`src/rtl/uart_clksel_pkg.sv`:
```
package uart_clksel_pkg;
  localparam int NUM_TAPS = 12;
  localparam logic [3:0] SEL_TIMER        = 4'd12;
  localparam logic [3:0] SEL_EXT16_OWN    = 4'd13;
  localparam logic [3:0] SEL_EXT16_SHARED = 4'd14;
  localparam logic [3:0] SEL_EXT1X        = 4'd15;
  localparam int N_DIR = 2;   // index 1 = receiver, 0 = transmitter
endpackage

```
`src/rtl/clksel_edge_sync.sv`:
```
module clksel_edge_sync (
  input  logic clk,
  input  logic rst_n,
  input  logic pin,
  output logic rise
);
  logic meta_q, sync_q, prev_q;

  always_ff @(posedge clk) begin
    if (!rst_n) begin
      meta_q <= 1'b0;
      sync_q <= 1'b0;
      prev_q <= 1'b0;
    end else begin
      meta_q <= pin;
      sync_q <= meta_q;
      prev_q <= sync_q;
    end
  end

  assign rise = sync_q & ~prev_q;
endmodule

```
`src/rtl/clksel_tap_bank.sv`:
```
module clksel_tap_bank #(
  parameter int BASE_DIV = 2,
  parameter int NTAPS    = 12
) (
  input  logic             clk,
  input  logic             rst_n,
  output logic [NTAPS-1:0] taps
);
  localparam int PW = (BASE_DIV > 1) ? $clog2(BASE_DIV) : 1;

  logic             base_tick;
  logic [NTAPS-1:0] chain_q;

  generate
    if (BASE_DIV > 1) begin : g_pre
      logic [PW-1:0] pre_q;
      assign base_tick = (pre_q == PW'(BASE_DIV - 1));
      always_ff @(posedge clk) begin
        if (!rst_n)         pre_q <= '0;
        else if (base_tick) pre_q <= '0;
        else                pre_q <= pre_q + 1'b1;
      end
    end else begin : g_nopre
      assign base_tick = 1'b1;
    end
  endgenerate

  always_ff @(posedge clk) begin
    if (!rst_n)         chain_q <= '0;
    else if (base_tick) chain_q <= chain_q + 1'b1;
  end

  assign taps[0] = base_tick;
  generate
    for (genvar k = 1; k < NTAPS; k++) begin : g_tap
      assign taps[k] = base_tick & (&chain_q[k-1:0]);
    end
  endgenerate
endmodule

```
`src/rtl/clksel_timer.sv`:
```
module clksel_timer #(
  parameter int TMR_W = 16
) (
  input  logic             clk,
  input  logic             rst_n,
  input  logic             use_ext,
  input  logic             ext_rise,
  input  logic [TMR_W-1:0] div,
  output logic             tick
);
  logic [TMR_W-1:0] cnt_q;
  logic [TMR_W-1:0] eff;
  logic             step;

  assign eff  = (div == '0) ? TMR_W'(1) : div;
  assign step = use_ext ? ext_rise : 1'b1;
  assign tick = step & (cnt_q == '0);

  always_ff @(posedge clk) begin
    if (!rst_n) cnt_q <= '0;
    else if (step) begin
      if (cnt_q == '0) cnt_q <= eff - 1'b1;
      else             cnt_q <= cnt_q - 1'b1;
    end
  end
endmodule

```
`src/rtl/clksel_dir.sv`:
```
module clksel_dir
  import uart_clksel_pkg::*;
#(
  parameter int NTAPS = NUM_TAPS
) (
  input  logic             clk,
  input  logic             rst_n,
  input  logic [3:0]       sel,
  input  logic             restart,
  input  logic [NTAPS-1:0] taps,
  input  logic             tmr_tick,
  input  logic             own_rise,
  input  logic             shared_rise,
  output logic             tick16,
  output logic             tick1,
  output logic             mode_1x
);
  logic       src;
  logic [3:0] phase_q;

  always_comb begin
    src = 1'b0;
    case (sel)
      SEL_TIMER:        src = tmr_tick;
      SEL_EXT16_OWN:    src = own_rise;
      SEL_EXT16_SHARED: src = shared_rise;
      SEL_EXT1X:        src = own_rise;
      default: begin
        for (int k = 0; k < NTAPS; k++)
          if (sel == 4'(k)) src = taps[k];
      end
    endcase
  end

  assign mode_1x = (sel == SEL_EXT1X);

  always_ff @(posedge clk) begin
    if (!rst_n || restart) begin
      phase_q <= '0;
      tick16  <= 1'b0;
      tick1   <= 1'b0;
    end else if (mode_1x) begin
      phase_q <= '0;
      tick16  <= 1'b0;
      tick1   <= src;
    end else begin
      tick16 <= src;
      tick1  <= src & (phase_q == 4'hF);
      if (src) phase_q <= phase_q + 1'b1;
    end
  end
endmodule

```
`src/rtl/uart_dir_clksel.sv`:
```
module uart_dir_clksel
  import uart_clksel_pkg::*;
#(
  parameter int BASE_DIV = 2,
  parameter int TMR_W    = 16
) (
  input  logic             clk,
  input  logic             rst_n,
  input  logic             sel_wr,
  input  logic [7:0]       sel_wdata,
  input  logic [TMR_W-1:0] tmr_div,
  input  logic             tmr_use_ext,
  input  logic             ext_shared_clk,
  input  logic             rx_ext_clk,
  input  logic             tx_ext_clk,
  output logic             rx_tick16,
  output logic             rx_tick1,
  output logic             rx_mode_1x,
  output logic             tx_tick16,
  output logic             tx_tick1,
  output logic             tx_mode_1x
);
  logic [7:0]          sel_q;
  logic [NUM_TAPS-1:0] taps;
  logic                shared_rise;
  logic                tmr_tick;
  logic [N_DIR-1:0]    dir_pin, dir_rise, d_t16, d_t1, d_m1;

  always_ff @(posedge clk) begin
    if (!rst_n)      sel_q <= 8'h00;
    else if (sel_wr) sel_q <= sel_wdata;
  end

  clksel_tap_bank #(.BASE_DIV(BASE_DIV), .NTAPS(NUM_TAPS)) taps_i (
    .clk(clk), .rst_n(rst_n), .taps(taps)
  );

  clksel_edge_sync shared_sync_i (
    .clk(clk), .rst_n(rst_n), .pin(ext_shared_clk), .rise(shared_rise)
  );

  clksel_timer #(.TMR_W(TMR_W)) timer_i (
    .clk(clk), .rst_n(rst_n), .use_ext(tmr_use_ext), .ext_rise(shared_rise),
    .div(tmr_div), .tick(tmr_tick)
  );

  assign dir_pin = {rx_ext_clk, tx_ext_clk};

  generate
    for (genvar g = 0; g < N_DIR; g++) begin : g_dir
      clksel_edge_sync pin_sync_i (
        .clk(clk), .rst_n(rst_n), .pin(dir_pin[g]), .rise(dir_rise[g])
      );
      clksel_dir #(.NTAPS(NUM_TAPS)) dir_i (
        .clk(clk), .rst_n(rst_n), .sel(sel_q[g*4 +: 4]), .restart(sel_wr),
        .taps(taps), .tmr_tick(tmr_tick), .own_rise(dir_rise[g]),
        .shared_rise(shared_rise), .tick16(d_t16[g]), .tick1(d_t1[g]),
        .mode_1x(d_m1[g])
      );
    end
  endgenerate

  assign rx_tick16  = d_t16[1];
  assign rx_tick1   = d_t1[1];
  assign rx_mode_1x = d_m1[1];
  assign tx_tick16  = d_t16[0];
  assign tx_tick1   = d_t1[0];
  assign tx_mode_1x = d_m1[0];
endmodule

```
`config.mk`:
```
export PLATFORM = sky130hd
export DESIGN_NAME = uart_dir_clksel
export DESIGN_NICKNAME = d
export VERILOG_FILES = /design/src/rtl/uart_clksel_pkg.sv /design/src/rtl/clksel_edge_sync.sv /design/src/rtl/clksel_tap_bank.sv /design/src/rtl/clksel_timer.sv /design/src/rtl/clksel_dir.sv /design/src/rtl/uart_dir_clksel.sv
export SDC_FILE = /design/constraint.sdc
export NUM_CORES = 1
export LEC_CHECK = 0
export ABC_AREA = 1
export BUFFER_PORTS_ARGS = -buffer_cell sky130_fd_sc_hd__buf_4
export CORE_MARGIN = 1.5
export CORE_UTILIZATION = 53
export DETAILED_ROUTE_END_ITERATION = 10
export PLACE_DENSITY = 0.76
export SYNTH_ARGS = -nofsm -noshare
export SYNTH_HDL_FRONTEND = slang
export SYNTH_SLANG_ARGS = --single-unit
```
`constraint.sdc`:
```
create_clock -name clk -period 1.97 [get_ports clk]
set_clock_uncertainty 0.2 [all_clocks]
set_input_delay 0.394 -clock clk [delete_from_list [all_inputs] [get_ports clk]]
set_output_delay 0.394 -clock clk [all_outputs]
set_load 0.05 [all_outputs]
```
# After elaboration in Yosys (flattened, before gate mapping)
# Index checks and enable logic that the tools add are counted.
dict set report totals {
  regBits 58
  latch_bits 0
  ram_bits 0
  rom_bits 0
  inputBits 31
  output_inout_bits 6
  elab_cells 130
  memories 0
}
dict set report op_classes {
  add_sub_neg 6
  n_mul 0
  div 0
  n_lt_le_gt_ge 0
  n_eq_ne 32
  shift 0
  mux 31
  bitwise_logic 21
  reduce_logical 21
}
# cell n
set op_table {}
lappend op_table {{$eq 4x4->1 const B} 18}
lappend op_table {{$eq 4x3->1 const B} 8}
lappend op_table {{$logic_not 16->1} 2}
lappend op_table {{$mux 16} 2}
lappend op_table {{$sub 16x1->16 const B} 2}
lappend op_table {{$mux 1} 27}
lappend op_table {{$and 1x1->1} 17}
lappend op_table {{$eq 4x2->1 const B} 4}
lappend op_table {{$add 12x1->12 const B} 1}
lappend op_table {{$reduce_and 11->1} 1}
lappend op_table {{$reduce_and 10->1} 1}
lappend op_table {{$reduce_or 2->1} 5}
lappend op_table {{$reduce_and 9->1} 1}
lappend op_table {{$add 4x1->4 const B} 2}
lappend op_table {{$eq 4x1->1 const B} 2}
lappend op_table {{$logic_not 4->1} 2}
lappend op_table {{$reduce_and 8->1} 1}
lappend op_table {{$reduce_and 7->1} 1}
lappend op_table {{$pmux 1 s3} 2}
lappend op_table {{$reduce_and 6->1} 1}
lappend op_table {{$reduce_and 5->1} 1}
lappend op_table {{$not 1->1} 4}
lappend op_table {{$reduce_and 4->1} 1}
lappend op_table {{$reduce_and 3->1} 1}
lappend op_table {{4 further kinds} 4}

# Longest topological paths before layout
dict set report logic_depth {
  ltp_word 16
  mapped_depth 17
  ltp_nobuf 16
}

# Hierarchy
# A second synthesis with hierarchy kept.
dict set report hier_totals {
  cells_unflattened 622
  area_unflattened_um2 3905.0
}
# module n_inst cells_each area_per_inst_um2 seq_area_each_um2
set modules_own_cells {}
lappend modules_own_cells {clksel_timer 1 272 1579.0 320.3}
lappend modules_own_cells {clksel_dir 2 79 506.7 120.1}
lappend modules_own_cells {clksel_tap_bank 1 108 678.2 240.2}
lappend modules_own_cells {uart_dir_clksel 1 51 356.6 160.2}
lappend modules_own_cells {clksel_edge_sync 3 11 92.6 60.1}

# Least setup slack after synthesis
# OpenSTA, ideal clock, no wires.
dict set report synth_timing {
  path_kind {reg2reg}
  from {register timer_i.cnt_q[0]}
  to {register timer_i.cnt_q[14]}
  setup_time_ns 0.109
  t_arrival_ns 1.823
  required_time_ns 1.661
  setup_slack_ns -0.162
  path_stages_with_launch 18
  n_path_buf 1
  period_less_slack_ns 2.132
  path_cell_list {dfxtp_1 inv_1 nand3_2 nor2_4 nand2_4 buf_8 a21oi_4 nor2_4 ha_1 inv_1 nor2_1 nand2_1 nor2_1 nand2_1 nand2_1 nand3_1 nand2_1 inv_1}
}
dict set report synth_via {
  elab_chain_cells 2
  word_cells_on_any_way 3
  cone_classes {add/sub (1); mux (1); reduce/logical (1)}
}
# element line_no
set synth_rtl {}
lappend synth_rtl {{start, declared} clksel_timer.sv:11} ;# logic [TMR_W-1:0] cnt_q;
lappend synth_rtl {{start signal, assigned} clksel_timer.sv:22} ;# if (cnt_q == '0) cnt_q <= eff - 1'b1;
lappend synth_rtl {{start signal, assigned} clksel_timer.sv:23} ;# else cnt_q <= cnt_q - 1'b1;
lappend synth_rtl {{$sub 16x1->16 / $logic_not 16->1 (equally long branches)} {clksel_timer.sv:23, clksel_timer.sv:22}}
lappend synth_rtl {{$mux 16 *} clksel_timer.sv:22}
# Mark *: on every way between the ends. The rest lies on a longest branch, timed or not.
# A chain may end at the register's enable or synchronous reset.

# Worst setup path in the final report
dict set report layout_timing {
  from {register timer_i.cnt_q[9]}
  to {register timer_i.cnt_q[12]}
}
# Same word-level chain as after synthesis.

==> metrics.yaml <==
layout:
  drive_gt1_share_pct: 40.1
  fin_nets: 666
  seqCellArea_mm2: 0.00116
  antenna_cells: 0
  fin_util_pct: 82.0
  mostFrequentLayoutCell: "buf_4"
  multiInputGateArea_mm2: 0.00221
  final_cell_mix: "buf_4 (103), inv_1 (84), nand2_1 (76), nor2_1 (49), dfxtp_1 (45)"
  fin_cells: 708
  fill_cells: 384
  syn_to_final_growth_pct: 46.9
place:
  place_congestion: 0.928
  placed_cells: 673
  post-place-ws_ns: -0.207
  dp_hpwl_mm: 6.58
  io_buffers: 36
route:
  wl_per_cell_um: 14.8
  via_per_inst: 5.52
  ant_nets: 0
  num_vias: 3910
  drtPass1Iterations: 6
  totalWireLength_mm: 10.5
  drtIter0Drc: 292
  drc_errors: 0
worst_setup_path:
  critical-path-slowest-cell: "dfxtp_2"
  worst_path_largest_cell_delay_ns: 0.33
  critPathKind: "reg2reg"
  crit_required_ns: 2.01
  cp-end-kind: "flip-flop"
  start_kind: "flip-flop"
  cp_cell_sequence: "inv_2 > nand4_1 > nor2_4 > nand2_4 > buf_8 > o21ai_4 > nor2_2 > nand2_1 > nor2_2 > nand3_1 > nand2_1 > nor2_1 > nor2_1"
  cp.arrival_ns: 2.19
  critPathMaxFanout: 6
yosys:
  async_flop_share_pct: 0
  syn_area_mm2: 0.00335
  seq_area_frac_synth_pct: 34.1
  synth_edf_count: 0
  yosysWarnings: 0
  synth_seq_cells: 57
  synth_top_area_share_pct: 34.1
  synth_area_per_cell_um2: 6.51
  netlist_instances: 514
  synth_area_leaders: "dfxtp_1 (34%), nand2_1 (11%), inv_1 (10%)"
  syn_nets: 552
  synth_top_cell_by_area: "dfxtp_1"
  synth-main-ff-cell: "dfxtp_1"
  synth.distinct_cells: 36
run_status:
  failed_checks: "setup timing"
  status: "finished, violations left"
grt:
  met2_usage_pct: 54.4
  grt_busiest_layer: "met2"
  use_met3_pct: 6.70
  grt_overflow: 0
  grt_pass1_vias: 3619
  antenna_found_initial: 0
  grt_max_degree: 44
  grtUsageTotal_pct: 30.2
  grt_pass1_wl_mm: 15.4
  met1_usage_pct: 31.8
pwr:
  total_leakage_power_nw: 2.37
  peakVddDrop_v: 0.000475
  p_per_area_mw_per_mm2: 716
clock_tree:
  cts_root_buf: "clkbuf_8"
  numCtsBuffers: 9
  clkTransAtPathRegs_ns: 0.07
  tritoncts: "done"
  cts.sinks: 57
  clockBufferDepth: 2
  cts-hold-fix-buffers: 0
  htreeDepth: 3
  clk_latency_ns: 0.35
timing:
  period_share_pct: 109
  worst_pin_slew_ns: 0.713
  timing.final.crit_period_ns: 2.15
  max_clock_freq_ghz: 0.464
  rsz0062_at_grt: "true"
  setup_tns_ns: -2.60
  report.final.slew_viol_count: 0
  setup_violations: 25
  setup_slack_ns: -0.185
  hold_violations: 0
  slew_headroom_pct: 52.0
hold_path:
  hold_class: "in2reg"
floorplan:
  ios: 37
  die_h_um: 82.5
  dieWidth_um: 82.5
  initial_core_util_pct: 55.8
  core-area_mm2: 0.00599
  row_count: 28
  die_area_mm2: 0.00680
flow_run:
  max-cap-violations: 0
[per-layer routing]
metal / share of wire (%) / vias up
met5: 0 / -
met4: 4.5 / 0
met3: 5.3 / 53
met2: 53 / 168
met1: 37 / 1815
li1: - / 1874
[state kept, by name (all words and copies together), names as in the netlist]
register / flops
timer_i.cnt_q: 16
taps_i.chain_q: 11
g_dir.pin_sync_i.meta_q: 2
g_dir.dir_i.phase_q: 8
g_dir.pin_sync_i.sync_q: 2
shared_sync_i.prev_q: 1
g_dir.pin_sync_i.prev_q: 2
shared_sync_i.sync_q: 1
shared_sync_i.meta_q: 1
g_dir.dir_i.tick1: 2
g_dir.dir_i.tick16: 2
taps_i.base_tick: 1
sel_q: 8
[power by group]
part	switching (mW)	internal, mW
sequential	0.0534	1.23
combinational	0.652	0.472
clock	0.501	0.614
[stage by stage]
step / total power [mW] / area (µm²) / hold WS, ns
4_1_cts: 3.33 / 4600 / 0.0211
2_1_floorplan: 1.80 / 3370 / 0.190
3_3_place_gp: 2.08 / 4120 / 0.196
3_5_place_dp: 2.11 / 4120 / 0.200
6_report: 3.52 / 4910 / 0.0222
5_1_grt: 3.67 / 4910 / 0.0288
[final timing paths]
check | start | endpoint | slack, ns | cells after the start
worst max register to register | timer_i.cnt_q[9] | timer_i.cnt_q[12] | -0.18 | 13
worst min-delay path | ext_shared_clk | shared_sync_i.meta_q | 0.02 | 3
worst max-delay path | timer_i.cnt_q[9] | timer_i.cnt_q[12] | -0.18 | 13
worst min register to register | g_dir[1].pin_sync_i.meta_q | g_dir[1].pin_sync_i.sync_q | 0.21 | 2
[critical path: cells and delay by family (launching register included)]
family,cells,cell delay [ns]
AOI/OAI and AO/OA,1,0.19
and+or+nand+nor,10,1.07
buffers and inverters,2,0.23
DFF,1,0.33
[cells by family (layout without fill, tap and decap cells)]
| family | Yosys count | count (layout) | share of synthesized area, % |
|---|---|---|---|
| compound gates | 91 | 91 | 15.9 |
| xor+xnor | 4 | 4 | 1.05 |
| fa+ha+maj | 7 | 7 | 2.62 |
| buf+inv | 108 | 227 | 12.5 |
| flops | 57 | 57 | 34.1 |
| simple gates | 247 | 247 | 33.9 |
[synth_stat cells, types with 2 or more instances]
master    count
a21oi_1      27
a31oi_1       4
clkbuf_1      9
dfxtp_1      57
ha_1          7
inv_1        91
inv_2         7
nand2_1     100
nand2_4       2
nand3_1      39
nand3_2       2
nand3b_1      4
nand4_1      12
nor2_1       67
nor2_2        6
nor2_4        4
nor3_1        5
nor3_2        2
o21ai_0      38
o21ai_1       7
o21ai_2       5
o21bai_1      2
o21bai_2      2
xnor2_1       2
xor2_1        2
[cell type report]
class | instances | area share (%)
multi-input combinational | 349 | 44.9
sequential | 57 | 23.5
timing repair buffer | 113 | 18.1
inverter | 98 | 7.59
clock buffer | 11 | 2.88
tap | 75 | 1.91
clock inverter | 5 | 1.12
[what timing repair did]
item	CTS	global route
resized for setup	48	78
endpoints found under the hold margin	0	0
pin swaps	33	37
gates cloned	0	0
endpoints found under the setup margin	24	30
buffers inserted	12	7
(Power assumes the default switching activity.)
